--- config.mk ---
export PLATFORM = sky130hd
export DESIGN_NAME = bj_next_pc
export DESIGN_NICKNAME = d
export VERILOG_FILES = /design/src/rtl/bj_pkg.sv /design/src/rtl/bj_cond_eval.sv /design/src/rtl/bj_target_gen.sv /design/src/rtl/bj_link_gen.sv /design/src/rtl/bj_next_pc.sv
export SDC_FILE = /design/constraint.sdc
export NUM_CORES = 1
export LEC_CHECK = 0
export BUFFER_PORTS_ARGS = -buffer_cell sky130_fd_sc_hd__clkbuf_2
export CORE_MARGIN = 8
export CORE_UTILIZATION = 54
export DETAILED_ROUTE_END_ITERATION = 10
export PLACE_DENSITY = 0.87
export SYNTH_ARGS = -nofsm -noshare
export SYNTH_HDL_FRONTEND = slang
export SYNTH_SLANG_ARGS = --single-unit
--- constraint.sdc ---
create_clock -name clk_i -period 6.2 [get_ports clk_i]
set_input_delay 0.62 -clock clk_i [delete_from_list [all_inputs] [get_ports clk_i]]
set_output_delay 0.62 -clock clk_i [all_outputs]
set_load 0.01 [all_outputs]
--- src/rtl/bj_pkg.sv ---
package bj_pkg;

    parameter int ADDR_W    = 32;
    parameter int IMM_W     = 16;
    parameter int JIDX_W    = 26;
    parameter int REGIDX_W  = 5;
    parameter int KIND_W    = 4;

    typedef enum logic [KIND_W-1:0] {
        XK_NONE   = 4'd0,
        XK_BEQ    = 4'd1,
        XK_BNE    = 4'd2,
        XK_BLEZ   = 4'd3,
        XK_BGTZ   = 4'd4,
        XK_REGIMM = 4'd5,
        XK_J      = 4'd6,
        XK_JAL    = 4'd7,
        XK_JR     = 4'd8,
        XK_JALR   = 4'd9
    } xfer_kind_e;

endpackage

--- src/rtl/bj_cond_eval.sv ---
module bj_cond_eval
    import bj_pkg::*;
#(
    parameter int W      = ADDR_W,
    parameter int KW     = KIND_W
) (
    input  logic [KW-1:0] kind_i,
    input  logic [W-1:0]  rs_i,
    input  logic [W-1:0]  rt_i,
    input  logic          regimm_sel_i,
    output logic          is_branch_o,
    output logic          is_jump_o,
    output logic          taken_o
);

    logic rs_neg;
    logic rs_zero;
    logic regs_eq;
    logic cond_hit;

    always_comb begin
        rs_neg  = rs_i[W-1];
        rs_zero = (rs_i == '0);
        regs_eq = (rs_i == rt_i);
    end

    always_comb begin
        is_branch_o = 1'b0;
        is_jump_o   = 1'b0;
        cond_hit    = 1'b0;
        case (kind_i)
            XK_BEQ: begin
                is_branch_o = 1'b1;
                cond_hit    = regs_eq;
            end
            XK_BNE: begin
                is_branch_o = 1'b1;
                cond_hit    = !regs_eq;
            end
            XK_BLEZ: begin
                is_branch_o = 1'b1;
                cond_hit    = rs_neg | rs_zero;
            end
            XK_BGTZ: begin
                is_branch_o = 1'b1;
                cond_hit    = !rs_neg && !rs_zero;
            end
            XK_REGIMM: begin
                is_branch_o = 1'b1;
                cond_hit    = regimm_sel_i ? !rs_neg : rs_neg;
            end
            XK_J, XK_JAL, XK_JR, XK_JALR: begin
                is_jump_o = 1'b1;
            end
            default: begin
                is_branch_o = 1'b0;
            end
        endcase
        taken_o = is_jump_o | (is_branch_o & cond_hit);
    end

endmodule

--- src/rtl/bj_target_gen.sv ---
module bj_target_gen
    import bj_pkg::*;
#(
    parameter int W    = ADDR_W,
    parameter int IW   = IMM_W,
    parameter int JW   = JIDX_W,
    parameter int KW   = KIND_W
) (
    input  logic [KW-1:0] kind_i,
    input  logic [W-1:0]  pc_i,
    input  logic [IW-1:0] imm_i,
    input  logic [JW-1:0] jidx_i,
    input  logic [W-1:0]  rs_i,
    output logic [W-1:0]  taken_pc_o,
    output logic [W-1:0]  seq_pc_o
);

    localparam int EXT_W    = W - IW - 2;
    localparam int REGION_W = W - JW - 2;

    logic [W-1:0] pc_plus4;
    logic [W-1:0] br_off;
    logic [W-1:0] br_pc;
    logic [W-1:0] jmp_pc;

    always_comb begin
        pc_plus4 = pc_i + W'(4);
        seq_pc_o = pc_i + W'(8);
        br_off   = {{EXT_W{imm_i[IW-1]}}, imm_i, 2'b00};
        br_pc    = pc_plus4 + br_off;
        jmp_pc   = {pc_i[W-1 -: REGION_W], jidx_i, 2'b00};
    end

    always_comb begin
        case (kind_i)
            XK_J, XK_JAL:   taken_pc_o = jmp_pc;
            XK_JR, XK_JALR: taken_pc_o = rs_i;
            default:        taken_pc_o = br_pc;
        endcase
    end

endmodule

--- src/rtl/bj_link_gen.sv ---
module bj_link_gen
    import bj_pkg::*;
#(
    parameter int W      = ADDR_W,
    parameter int RW     = REGIDX_W,
    parameter int KW     = KIND_W,
    parameter int LINK_R = 31
) (
    input  logic [KW-1:0] kind_i,
    input  logic [W-1:0]  seq_pc_i,
    input  logic [RW-1:0] rd_i,
    output logic          we_o,
    output logic [RW-1:0] idx_o,
    output logic [W-1:0]  val_o
);

    always_comb begin
        we_o  = 1'b0;
        idx_o = '0;
        val_o = '0;
        case (kind_i)
            XK_JAL: begin
                we_o  = 1'b1;
                idx_o = RW'(LINK_R);
                val_o = seq_pc_i;
            end
            XK_JALR: begin
                we_o  = 1'b1;
                idx_o = rd_i;
                val_o = seq_pc_i;
            end
            default: begin
                we_o = 1'b0;
            end
        endcase
    end

endmodule

--- src/rtl/bj_next_pc.sv ---
module bj_next_pc
    import bj_pkg::*;
#(
    parameter int W      = ADDR_W,
    parameter int IW     = IMM_W,
    parameter int JW     = JIDX_W,
    parameter int RW     = REGIDX_W,
    parameter int KW     = KIND_W,
    parameter int LINK_R = 31,
    parameter int SEL_B  = 16
) (
    input  logic          clk_i,
    input  logic          rst_i,
    input  logic          req_vld_i,
    input  logic [KW-1:0] req_kind_i,
    input  logic [W-1:0]  req_pc_i,
    input  logic [IW-1:0] req_imm_i,
    input  logic [JW-1:0] req_jidx_i,
    input  logic [W-1:0]  req_rs_i,
    input  logic [W-1:0]  req_rt_i,
    output logic          res_vld_o,
    output logic          res_taken_o,
    output logic [W-1:0]  res_pc_o,
    output logic          res_link_we_o,
    output logic [RW-1:0] res_link_idx_o,
    output logic [W-1:0]  res_link_val_o
);

    typedef struct packed {
        logic          vld;
        logic          taken;
        logic [W-1:0]  pc;
        logic          we;
        logic [RW-1:0] idx;
        logic [W-1:0]  val;
    } res_t;

    res_t st_d, st_q;

    logic          is_branch;
    logic          is_jump;
    logic          taken_c;
    logic [W-1:0]  taken_pc;
    logic [W-1:0]  seq_pc;
    logic          lnk_we;
    logic [RW-1:0] lnk_idx;
    logic [W-1:0]  lnk_val;

    bj_cond_eval #(.W(W), .KW(KW)) cond_i (
        .kind_i       (req_kind_i),
        .rs_i         (req_rs_i),
        .rt_i         (req_rt_i),
        .regimm_sel_i (req_jidx_i[SEL_B]),
        .is_branch_o  (is_branch),
        .is_jump_o    (is_jump),
        .taken_o      (taken_c)
    );

    bj_target_gen #(.W(W), .IW(IW), .JW(JW), .KW(KW)) tgt_i (
        .kind_i     (req_kind_i),
        .pc_i       (req_pc_i),
        .imm_i      (req_imm_i),
        .jidx_i     (req_jidx_i),
        .rs_i       (req_rs_i),
        .taken_pc_o (taken_pc),
        .seq_pc_o   (seq_pc)
    );

    bj_link_gen #(.W(W), .RW(RW), .KW(KW), .LINK_R(LINK_R)) lnk_i (
        .kind_i   (req_kind_i),
        .seq_pc_i (seq_pc),
        .rd_i     (req_imm_i[IW-1 -: RW]),
        .we_o     (lnk_we),
        .idx_o    (lnk_idx),
        .val_o    (lnk_val)
    );

    always_comb begin
        st_d = '0;
        if (req_vld_i) begin
            st_d.vld   = 1'b1;
            st_d.taken = taken_c;
            st_d.pc    = taken_c ? taken_pc : seq_pc;
            st_d.we    = lnk_we;
            st_d.idx   = lnk_idx;
            st_d.val   = lnk_val;
        end
    end

    always_ff @(posedge clk_i) begin
        if (rst_i) begin
            st_q <= '0;
        end else begin
            st_q <= st_d;
        end
    end

    assign res_vld_o      = st_q.vld;
    assign res_taken_o    = st_q.taken;
    assign res_pc_o       = st_q.pc;
    assign res_link_we_o  = st_q.we;
    assign res_link_idx_o = st_q.idx;
    assign res_link_val_o = st_q.val;

    logic unused_flags;
    assign unused_flags = is_branch ^ is_jump;

    a_r1_vld_follows: assert property (@(posedge clk_i) disable iff (rst_i)
        req_vld_i |=> res_vld_o);

    a_r1_idle_zero: assert property (@(posedge clk_i) disable iff (rst_i)
        !req_vld_i |=> (!res_vld_o && !res_taken_o && !res_link_we_o && res_pc_o == '0));

    a_r6_jump_region: assert property (@(posedge clk_i) disable iff (rst_i)
        (req_vld_i && (req_kind_i == XK_J || req_kind_i == XK_JAL)) |=>
        (res_taken_o && res_pc_o[W-1 -: 4] == $past(req_pc_i[W-1 -: 4]) && res_pc_o[1:0] == 2'b00));

    a_r7_reg_target: assert property (@(posedge clk_i) disable iff (rst_i)
        (req_vld_i && (req_kind_i == XK_JR || req_kind_i == XK_JALR)) |=>
        (res_taken_o && res_pc_o == $past(req_rs_i)));

    a_r8_jal_link: assert property (@(posedge clk_i) disable iff (rst_i)
        (req_vld_i && req_kind_i == XK_JAL) |=>
        (res_link_we_o && res_link_idx_o == RW'(LINK_R) && res_link_val_o == $past(req_pc_i) + W'(8)));

    a_r9_fallthrough: assert property (@(posedge clk_i) disable iff (rst_i)
        req_vld_i |=> (res_taken_o || res_pc_o == $past(req_pc_i) + W'(8)));

    a_r10_none_quiet: assert property (@(posedge clk_i) disable iff (rst_i)
        (req_vld_i && req_kind_i == XK_NONE) |=> (!res_taken_o && !res_link_we_o));

endmodule

== Word-level counts from Yosys, hierarchy flattened ==
Cells that the tools add are included.
Word-level totals
  logic and storage cells: 46
  bits in registers: 72
  output and inout port bits: 72
Cells by class
  add/subtract/negate cells: 3
  bitwise operators: 5
  muxes and demuxes: 10
  equality and inequality tests: 10
  reduce and logical (&&, ||, !) cells: 12
Operators with widths (number)
  $mux 72: 1
  $mux 32: 2
  $pmux 32 s2: 1
  $add 32x3->32 const B: 1
  $add 32x32->32: 1
  $add 32x4->32 const B: 1
  $eq 32x32->1: 1
  $logic_not 32->1: 1
  $eq 4x3->1 const B: 4
  $pmux 5 s2: 1
  $eq 4x2->1 const B: 2
  $eq 4x4->1 const B: 2
  $reduce_or 2->1: 4
  $pmux 1 s5: 1
  $reduce_or 5->1: 1
  $eq 4x1->1 const B: 1
  $mux 1: 4
  $reduce_or 4->1: 1
  $logic_not 1->1: 3
  $reduce_or 3->1: 1
  $not 1->1: 2
  $or 1x1->1: 2
  $and 1x1->1: 1
  $logic_and 1x1->1: 1

== Logic depth before layout (Yosys ltp) ==
Gate-level depths: netlist of run 1.
  depth after elaboration: 8
  gate-level depth with buffers: 13

== By module ==
A second synthesis of run 1 with hierarchy kept.
Unflattened totals
  cells, all modules: 757
  area, all modules: 6174.7 µm²
By module, submodules not included
  bj_target_gen: instances 1, cells each 407, area each 2842.7 µm²
  bj_next_pc: instances 1, cells each 189, area each 2275.9 µm²
  bj_cond_eval: instances 1, cells each 72, area each 555.5 µm²
  bj_link_gen: instances 1, cells each 89, area each 500.5 µm²

== Worst setup path after synthesis of run 1 ==
OpenSTA, ideal clock, no wires.
  path kind: input -> register
  start point: input port req_pc_i[3]
  end point: register st_q, in the netlist res_pc_o[29]
  data required time: 6.056 ns
  stages on the path: 11
  setup slack: 3.064 ns
  arrival: 2.992 ns
  path buffers: 0
  cell sequence: ha_1 ha_1 fa_1 a211oi_1 o21ai_2 a211oi_2 o211ai_1 o21ai_0 nor3_1 o31ai_1 a311oi_2
Between the ends
  word-level cells in the longest chain between the ends: 4
  elaborated cells between the ends (all ways): 5
Ends and longest elaborated chain
  from (decl): line bj_next_pc.sv:16  | input logic [W-1:0] req_pc_i,
  $add 32x3->32: line bj_target_gen.sv:27  | pc_plus4 = pc_i + W'(4);
  $add 32x32->32: line bj_target_gen.sv:30  | br_pc = pc_plus4 + br_off;
  $pmux 32 s2: line bj_target_gen.sv:35  | case (kind_i)
  $mux 32 (*): line bj_next_pc.sv:83  | st_d.pc = taken_c ? taken_pc : seq_pc;
  to (signal assigned): line bj_next_pc.sv:94  | st_q <= st_d;
  to (decl): line bj_next_pc.sv:38  | res_t st_d, st_q;
Every way passes the cells marked *; elsewhere a longest branch is shown, timed or not.
A chain may end at the register's enable or synchronous reset.

== Worst setup path in the final report of run 1 ==
Ends and elaborated chain as after synthesis.

==> results.yml, run 1 <==
global_route:
  grt.met1_usage: 0.349
  grt_max_degree: 62
  grt_use_total: 0.288
  grt_pass1_vias: 5981
  use_met2: 0.476
  grt-ovfl-total: 0
  grt_first_pass_wirelength_um: 32500
  met3_usage: 0.0609
  globalRoute.busiestLayer: "met2"
  antenna_found_initial: 0
flow_run:
  cap_violations: 0
pwr:
  pwr-share-seq: 0.347
  p_switching_uw: 527
  p_int_uw: 883
  p_leak_uw: 0.00322
  p_clk_frac: 0.275
  comb_power_share: 0.379
  power_uw: 1410
  switching_share: 0.374
  power_density_nw_per_um2: 201
  vdd_drop_max_uv: 110
synthesis:
  synthAdderAreaFrac: 0.131
  synth_top_area_share: 0.253
  synth_top_family_by_area: "compound AO/OA/AOI/OAI gates"
  yosysUniqueCellTypes: 65
  ys_seq_elements: 72
  avgSynthCellArea_um2: 8.50
  yosys.area_share.simple: 0.212
  synth_xor_area_frac: 0.122
  synth_top_area_cell: "dfxtp_1"
  async_flop_share: 0
  syn_nets: 874
  synth_area_um2: 5690
  synth_edf_count: 0
  ys_top_cells_by_area: "dfxtp_1 25%, ha_1 13%, xnor2_1 8.3%"
  yosys_warnings: 0
  synth-compound-area-share: 0.245
  muxShareOfSynthArea: 0
  synth-seq-area-share: 0.253
  netlist_instances: 670
  ys_top_cells_by_count: "72 x dfxtp_1, 72 x nor2_1, 58 x ha_1, 54 x xnor2_1, 37 x nand2_1"
  synth-main-ff-cell: "dfxtp_1"
clock_network:
  cts_tree: "yes"
  cts_hold_buffers: 0
  numCtsBuffers: 9
  h-tree-depth: 3
  clock-root-buffer: "clkbuf_8"
  clockBufferDepth: 2
  post_cts_buffers: 0
  clk_pin_slew_worst_paths_ns: 0.09
  post_cts_resized: 0
  cts.sinks: 72
detailed_routing:
  post_drt_wl_per_cell_um: 21.0
  drc_errors: 0
  wirelength_um: 21300
  postRouteAntennaNets: 0
  dr.pass1.iters: 5
  via_per_inst: 6.20
  vias: 6279
  drtIter0Drc: 710
placement:
  hpwl_um: 17200
  portBuffers: 216
  dp.cells: 997
  place.gp.congestion: 0.946
  place_ws_ns: 2.59
critical_path:
  critPathLaunch: "req_pc_i[3]"
  cp.arrival_ns: 3.57
  cp.required_ns: 6.41
  cp_cell_sequence: "clkbuf_2 -> ha_1 -> ha_1 -> fa_1 -> a211oi_1 -> o21ai_2 -> a211oi_2 -> o211ai_1 -> o21ai_0 -> nor3_1 -> o31ai_1 -> a311oi_2"
  critPathMostFrequentCell: "ha_1"
  worstSetupEndpoint: "res_pc_o[29]$_SDFF_PP0_"
  criticalPathCategory: "input port to flop"
  slowest_delay_ns: 0.44
  startpoint_type: "input port"
  crit_path_end_kind: "flop"
  cp_slowest_cell: "fa_1"
  cp_max_fo: 6
floorplan:
  rows: 37
  die-area_um2: 14100
  die_y_um: 119
  start_util: 0.554
  die_x_um: 119
  io_pins: 217
  core-area_um2: 10300
finish:
  stdcell_count: 1013
  nets: 1076
  syn2layout_area_growth_pct: 23.2
  layout-drive-gt1-share: 0.308
  num_antenna_cells: 0
sta:
  worst_slew_pin_slew_ns: 1.03
  finalWorstSetupSlack_ns: 2.84
  slew_headroom: 0.315
  period_minus_slack_ns: 3.36
  fin_crit_sh: 0.542
  drv_slew: 0
  fmax_mhz: 298
  holdWs_ns: 0.475
  hold_violations: 0
  rsz0062_at_grt: "false"
  tns_ns: 0
  setup_viol: 0
status:
  outcome: "finished, final reports clean"
hold_path:
  min_path_cells: 2
  hp-start: "req_pc_i[0]"
  hp-class: "input port to flop"
-- worst min path at each step --
stage	to	slack, ns
CTS	res_link_val_o[0]$_SDFF_PP0_	0.47
floorplan	res_link_val_o[3]$_SDFF_PP0_	0.69
global route	res_link_val_o[0]$_SDFF_PP0_	0.48
global placement	res_link_val_o[0]$_SDFF_PP0_	0.85
finish	res_link_val_o[0]$_SDFF_PP0_	0.48
detailed placement	res_link_val_o[0]$_SDFF_PP0_	0.85
-- kinds of logic after synthesis --
group | count (synthesis)
AOI/OAI and AO/OA | 180
xor gates and xnor gates | 79
adders and majority gates | 59
buffers and inverters | 42
DFF | 72
and+or+nand+nor | 238
-- placed cells by master, fill, tap and decap left out, types with 13 or more instances in the layout --
cell | Yosys | routed
clkbuf_2 | 0 | 216
dfxtp_1 | 72 | 72
nor2_1 | 72 | 71
ha_1 | 58 | 58
xnor2_1 | 54 | 54
nand2_1 | 37 | 37
a21oi_1 | 26 | 26
o21ai_0 | 26 | 26
xor2_1 | 25 | 25
nand4_1 | 21 | 21
and2_1 | 19 | 19
nor2b_1 | 19 | 19
a22oi_1 | 18 | 18
nand3_1 | 17 | 17
nor3_1 | 14 | 14
inv_1 | 13 | 13
and3_1 | 13 | 13
-- worst max-delay path, delay by kind of cell --
family	cells	cell delay, ns
and+or+nand+nor	1	0.11
adders and majority gates	3	1.00
AOI/OAI and AO/OA	7	1.71
buffers and inverters	1	0.12
-- per-layer routing --
metal,vias to the layer above,routed length (um)
li1,2888,-
met1,2891,8320
met2,422,10000
met3,78,2040
met4,0,894
met5,-,0
-- layout make-up --
cell class / instances / area (um2)
fill: 871 / 3260
inverter: 13 / 48.8
timing repair buffer: 220 / 1110
clock inverter: 6 / 67.6
sequential: 72 / 1440
multi-input combinational: 556 / 4050
clock buffer: 10 / 128
tap: 136 / 170
-- through the flow --
step / util / instance area (um2)
floorplan: - / 5690
global placement: 0.664 / 6820
detailed placement: 0.664 / 6820
CTS: 0.683 / 7020
global route: 0.683 / 7020
finish: 0.683 / 7020
-- power groups by stage --
stage,sequential (uW),clock (uW),combinational [uW]
2_1_floorplan,507,0,334
3_3_place_gp,499,0,510
6_report,489,388,534
4_1_cts,489,386,522
5_1_grt,490,409,577
3_5_place_dp,500,0,515
-- sequential cells by signal, summed over array words and instances, names as in the netlist --
name	flops
res_pc_o	32
res_vld_o	1
res_link_idx_o	5
res_link_we_o	1
res_taken_o	1
res_link_val_o	32
Power figures use the tool's default switching activity.
==> inputs of run 2 (changes only) <==
ABC_AREA = 1   (was not set)
CORE_UTILIZATION = 48   (was 54)
PLACE_DENSITY = 0.79   (was 0.87)
clock period = 3 ns   (was 6.2 ns; I/O delays follow)
==> run 2 against run 1 <==
Against the previous run: global-route usage down 0.71 points; largest power group unchanged; hold slack worse by 0.27 ns; critical path type unchanged; sequential share of layout area down 3.5 points; clock power rose to 2.7 times the previous value; clock-buffer cell count increased by 1; first-iteration DRC count increased by 36%; critical path depth is 3 higher; synthesized area grew 22%.
==> results.yml, run 2 <==
status:
  outcome: "finished, final reports clean"
placement:
  hpwl_um: 22400
  place.gp.congestion: 1.02
  portBuffers: 216
pwr:
  vdd_drop_max_uv: 201
  p_leak_uw: 0.00505
  power_uw: 3310
  power_density_nw_per_um2: 391
sta:
  tns_ns: 0
  drv_slew: 0
  fmax_mhz: 393
  fin_crit_sh: 0.848
  worst_slew_pin_slew_ns: 0.700
  period_minus_slack_ns: 2.54
  slew_headroom: 0.533
  hold_violations: 0
  setup_viol: 0
  rsz0062_at_grt: "false"
  holdWs_ns: 0.202
synthesis:
  synth_top_area_share: 0.208
  yosysUniqueCellTypes: 38
  synth-main-ff-cell: "dfxtp_1"
  avgSynthCellArea_um2: 5.86
  synth-seq-area-share: 0.208
  synth_area_um2: 6940
  yosys_warnings: 0
  ys_seq_elements: 72
  async_flop_share: 0
  ys_top_cells_by_count: "342 x nand2_1, 223 x inv_1, 149 x nor2_1, 84 x nand3_1, 72 x dfxtp_1"
  yosysMostFrequentCell: "nand2_1"
  syn_nets: 1388
  synth_top_area_cell: "dfxtp_1"
  netlist_instances: 1184
  synth_edf_count: 0
  ys_top_cells_by_area: "dfxtp_1 21%, nand2_1 18%, inv_1 12%"
global_route:
  grt_use_total: 0.281
  grt_pass1_vias: 7622
  grt_max_degree: 38
  grt-ovfl-total: 0
  grt_first_pass_wirelength_um: 40400
  antenna_found_initial: 0
critical_path:
  cp_cell_sequence: "clkbuf_2 -> ha_1 -> ha_1 -> fa_1 -> nand3_1 -> nand3_1 -> nand2_1 -> nand2_1 -> or2_2 -> nand3_1 -> o211ai_1 -> inv_1 -> nand2_1 -> inv_1 -> nor2_1"
  cp_max_fo: 6
  slowest_delay_ns: 0.45
  cp.arrival_ns: 2.78
  criticalPathCategory: "input port to flop"
  cp.required_ns: 3.23
  cp_slowest_cell: "fa_1"
  startpoint_type: "input port"
  crit_path_end_kind: "flop"
floorplan:
  die-area_um2: 18600
  core-area_um2: 14300
  start_util: 0.485
  rows: 44
  die_x_um: 136
  die_y_um: 136
  io_pins: 217
hold_path:
  min_path_cells: 2
  worst_hold_path.endpoint: "res_link_val_o[3]$_SDFF_PP0_"
  hp-class: "input port to flop"
  hp-start: "req_pc_i[3]"
clock_network:
  post_cts_buffers: 0
  h-tree-depth: 3
  cts_hold_buffers: 0
  post_cts_resized: 0
  cts.sinks: 72
  clock-root-buffer: "clkbuf_16"
  clockBufferDepth: 2
  numCtsBuffers: 9
  cts_tree: "yes"
  clk_pin_slew_worst_paths_ns: 0.06
flow_run:
  cap_violations: 0
finish:
  nets: 1593
  syn2layout_area_growth_pct: 21.8
  num_antenna_cells: 0
  multi_input_area_um2: 4500
  fill_cells: 1444
  layout_commonest_cell: "nand2_1"
  final_cell_mix: "342 x nand2_1, 223 x inv_1, 216 x clkbuf_2"
  utilization: 0.591
  seq_area_um2: 1440
  layout-drive-gt1-share: 0.187
detailed_routing:
  post_drt_wl_per_cell_um: 16.9
  dr.pass1.iters: 6
  drc_errors: 0
  via_per_inst: 5.27
  vias: 8317
  drtIter0Drc: 963
  postRouteAntennaNets: 0
  wirelength_um: 26600
==> run 2: cell types whose count changed in the layout (fill, tap and decap cells not counted), moves of 19 or more <==
cell,previous run,this run
nor2_1,71,147
nand2_1,37,342
nor2b_1,19,0
inv_1,13,223
nand3_1,17,84
nand4_1,21,47
==> run 2: worst max path at each step <==
stage | to | slack (ns) | cells after the start | from
floorplan | res_pc_o[19]$_SDFF_PP0_ | 0.65 | 16 | req_pc_i[3]
global placement | res_pc_o[17]$_SDFF_PP0_ | 0.22 | 15 | req_pc_i[3]
detailed placement | res_pc_o[9]$_SDFF_PP0_ | 0.18 | 15 | req_pc_i[3]
CTS | res_pc_o[9]$_SDFF_PP0_ | 0.52 | 15 | req_pc_i[3]
global route | res_pc_o[17]$_SDFF_PP0_ | 0.24 | 15 | req_pc_i[3]
finish | res_pc_o[9]$_SDFF_PP0_ | 0.46 | 15 | req_pc_i[3]
==> run 2: cell families after synthesis <==
kind of cell,share of synthesized area
compound gates,0.0678
xor+xnor,0.0706
fa+ha+maj,0.107
buf+inv,0.145
flops,0.208
simple gates,0.401
==> run 2: per-stage QoR <==
step           worst slack (ns)  std cells  area [um2]
5_1_grt                   0.241       1578        8460
3_5_place_dp              0.183       1562        8170
3_3_place_gp              0.220       1562        8170
4_1_cts                   0.524       1578        8460
2_1_floorplan             0.647       1184        6940
6_report                  0.456       1578        8460
==> run 2: area by class of cell <==
| type | instances | share of cell area |
|---|---|---|
| inverters | 228 | 0.101 |
| multi-input cells | 854 | 0.532 |
| repair buffers | 224 | 0.135 |
| clock buffers | 11 | 0.0275 |
| flip-flops and latches | 72 | 0.170 |
| well taps | 184 | 0.0272 |
| clock inverters | 5 | 0.00681 |
==> run 2: per-layer routing <==
| metal | GRT usage | wire length (um) | vias up |
|---|---|---|---|
| met2 | 0.439 | 11900 | 481 |
| met1 | 0.371 | 10800 | 3665 |
| met4 | 0.136 | 1130 | 0 |
| met5 | 0 | 0 | - |
| met3 | 0.0403 | 2900 | 71 |
| li1 | - | - | 4100 |
==> run 2: power breakdown <==
group          switching, uW  internal [uW]  total (uW)
combinational            805            450        1260
clock                    402            644        1050
sequential              12.9            994        1010
==> run 2: worst max-delay path: cells and delay by family <==
family	cells	cell delay, ns
buf+inv	3	0.29
compound gates	1	0.10
simple gates	8	1.04
fa+ha+maj	3	1.03
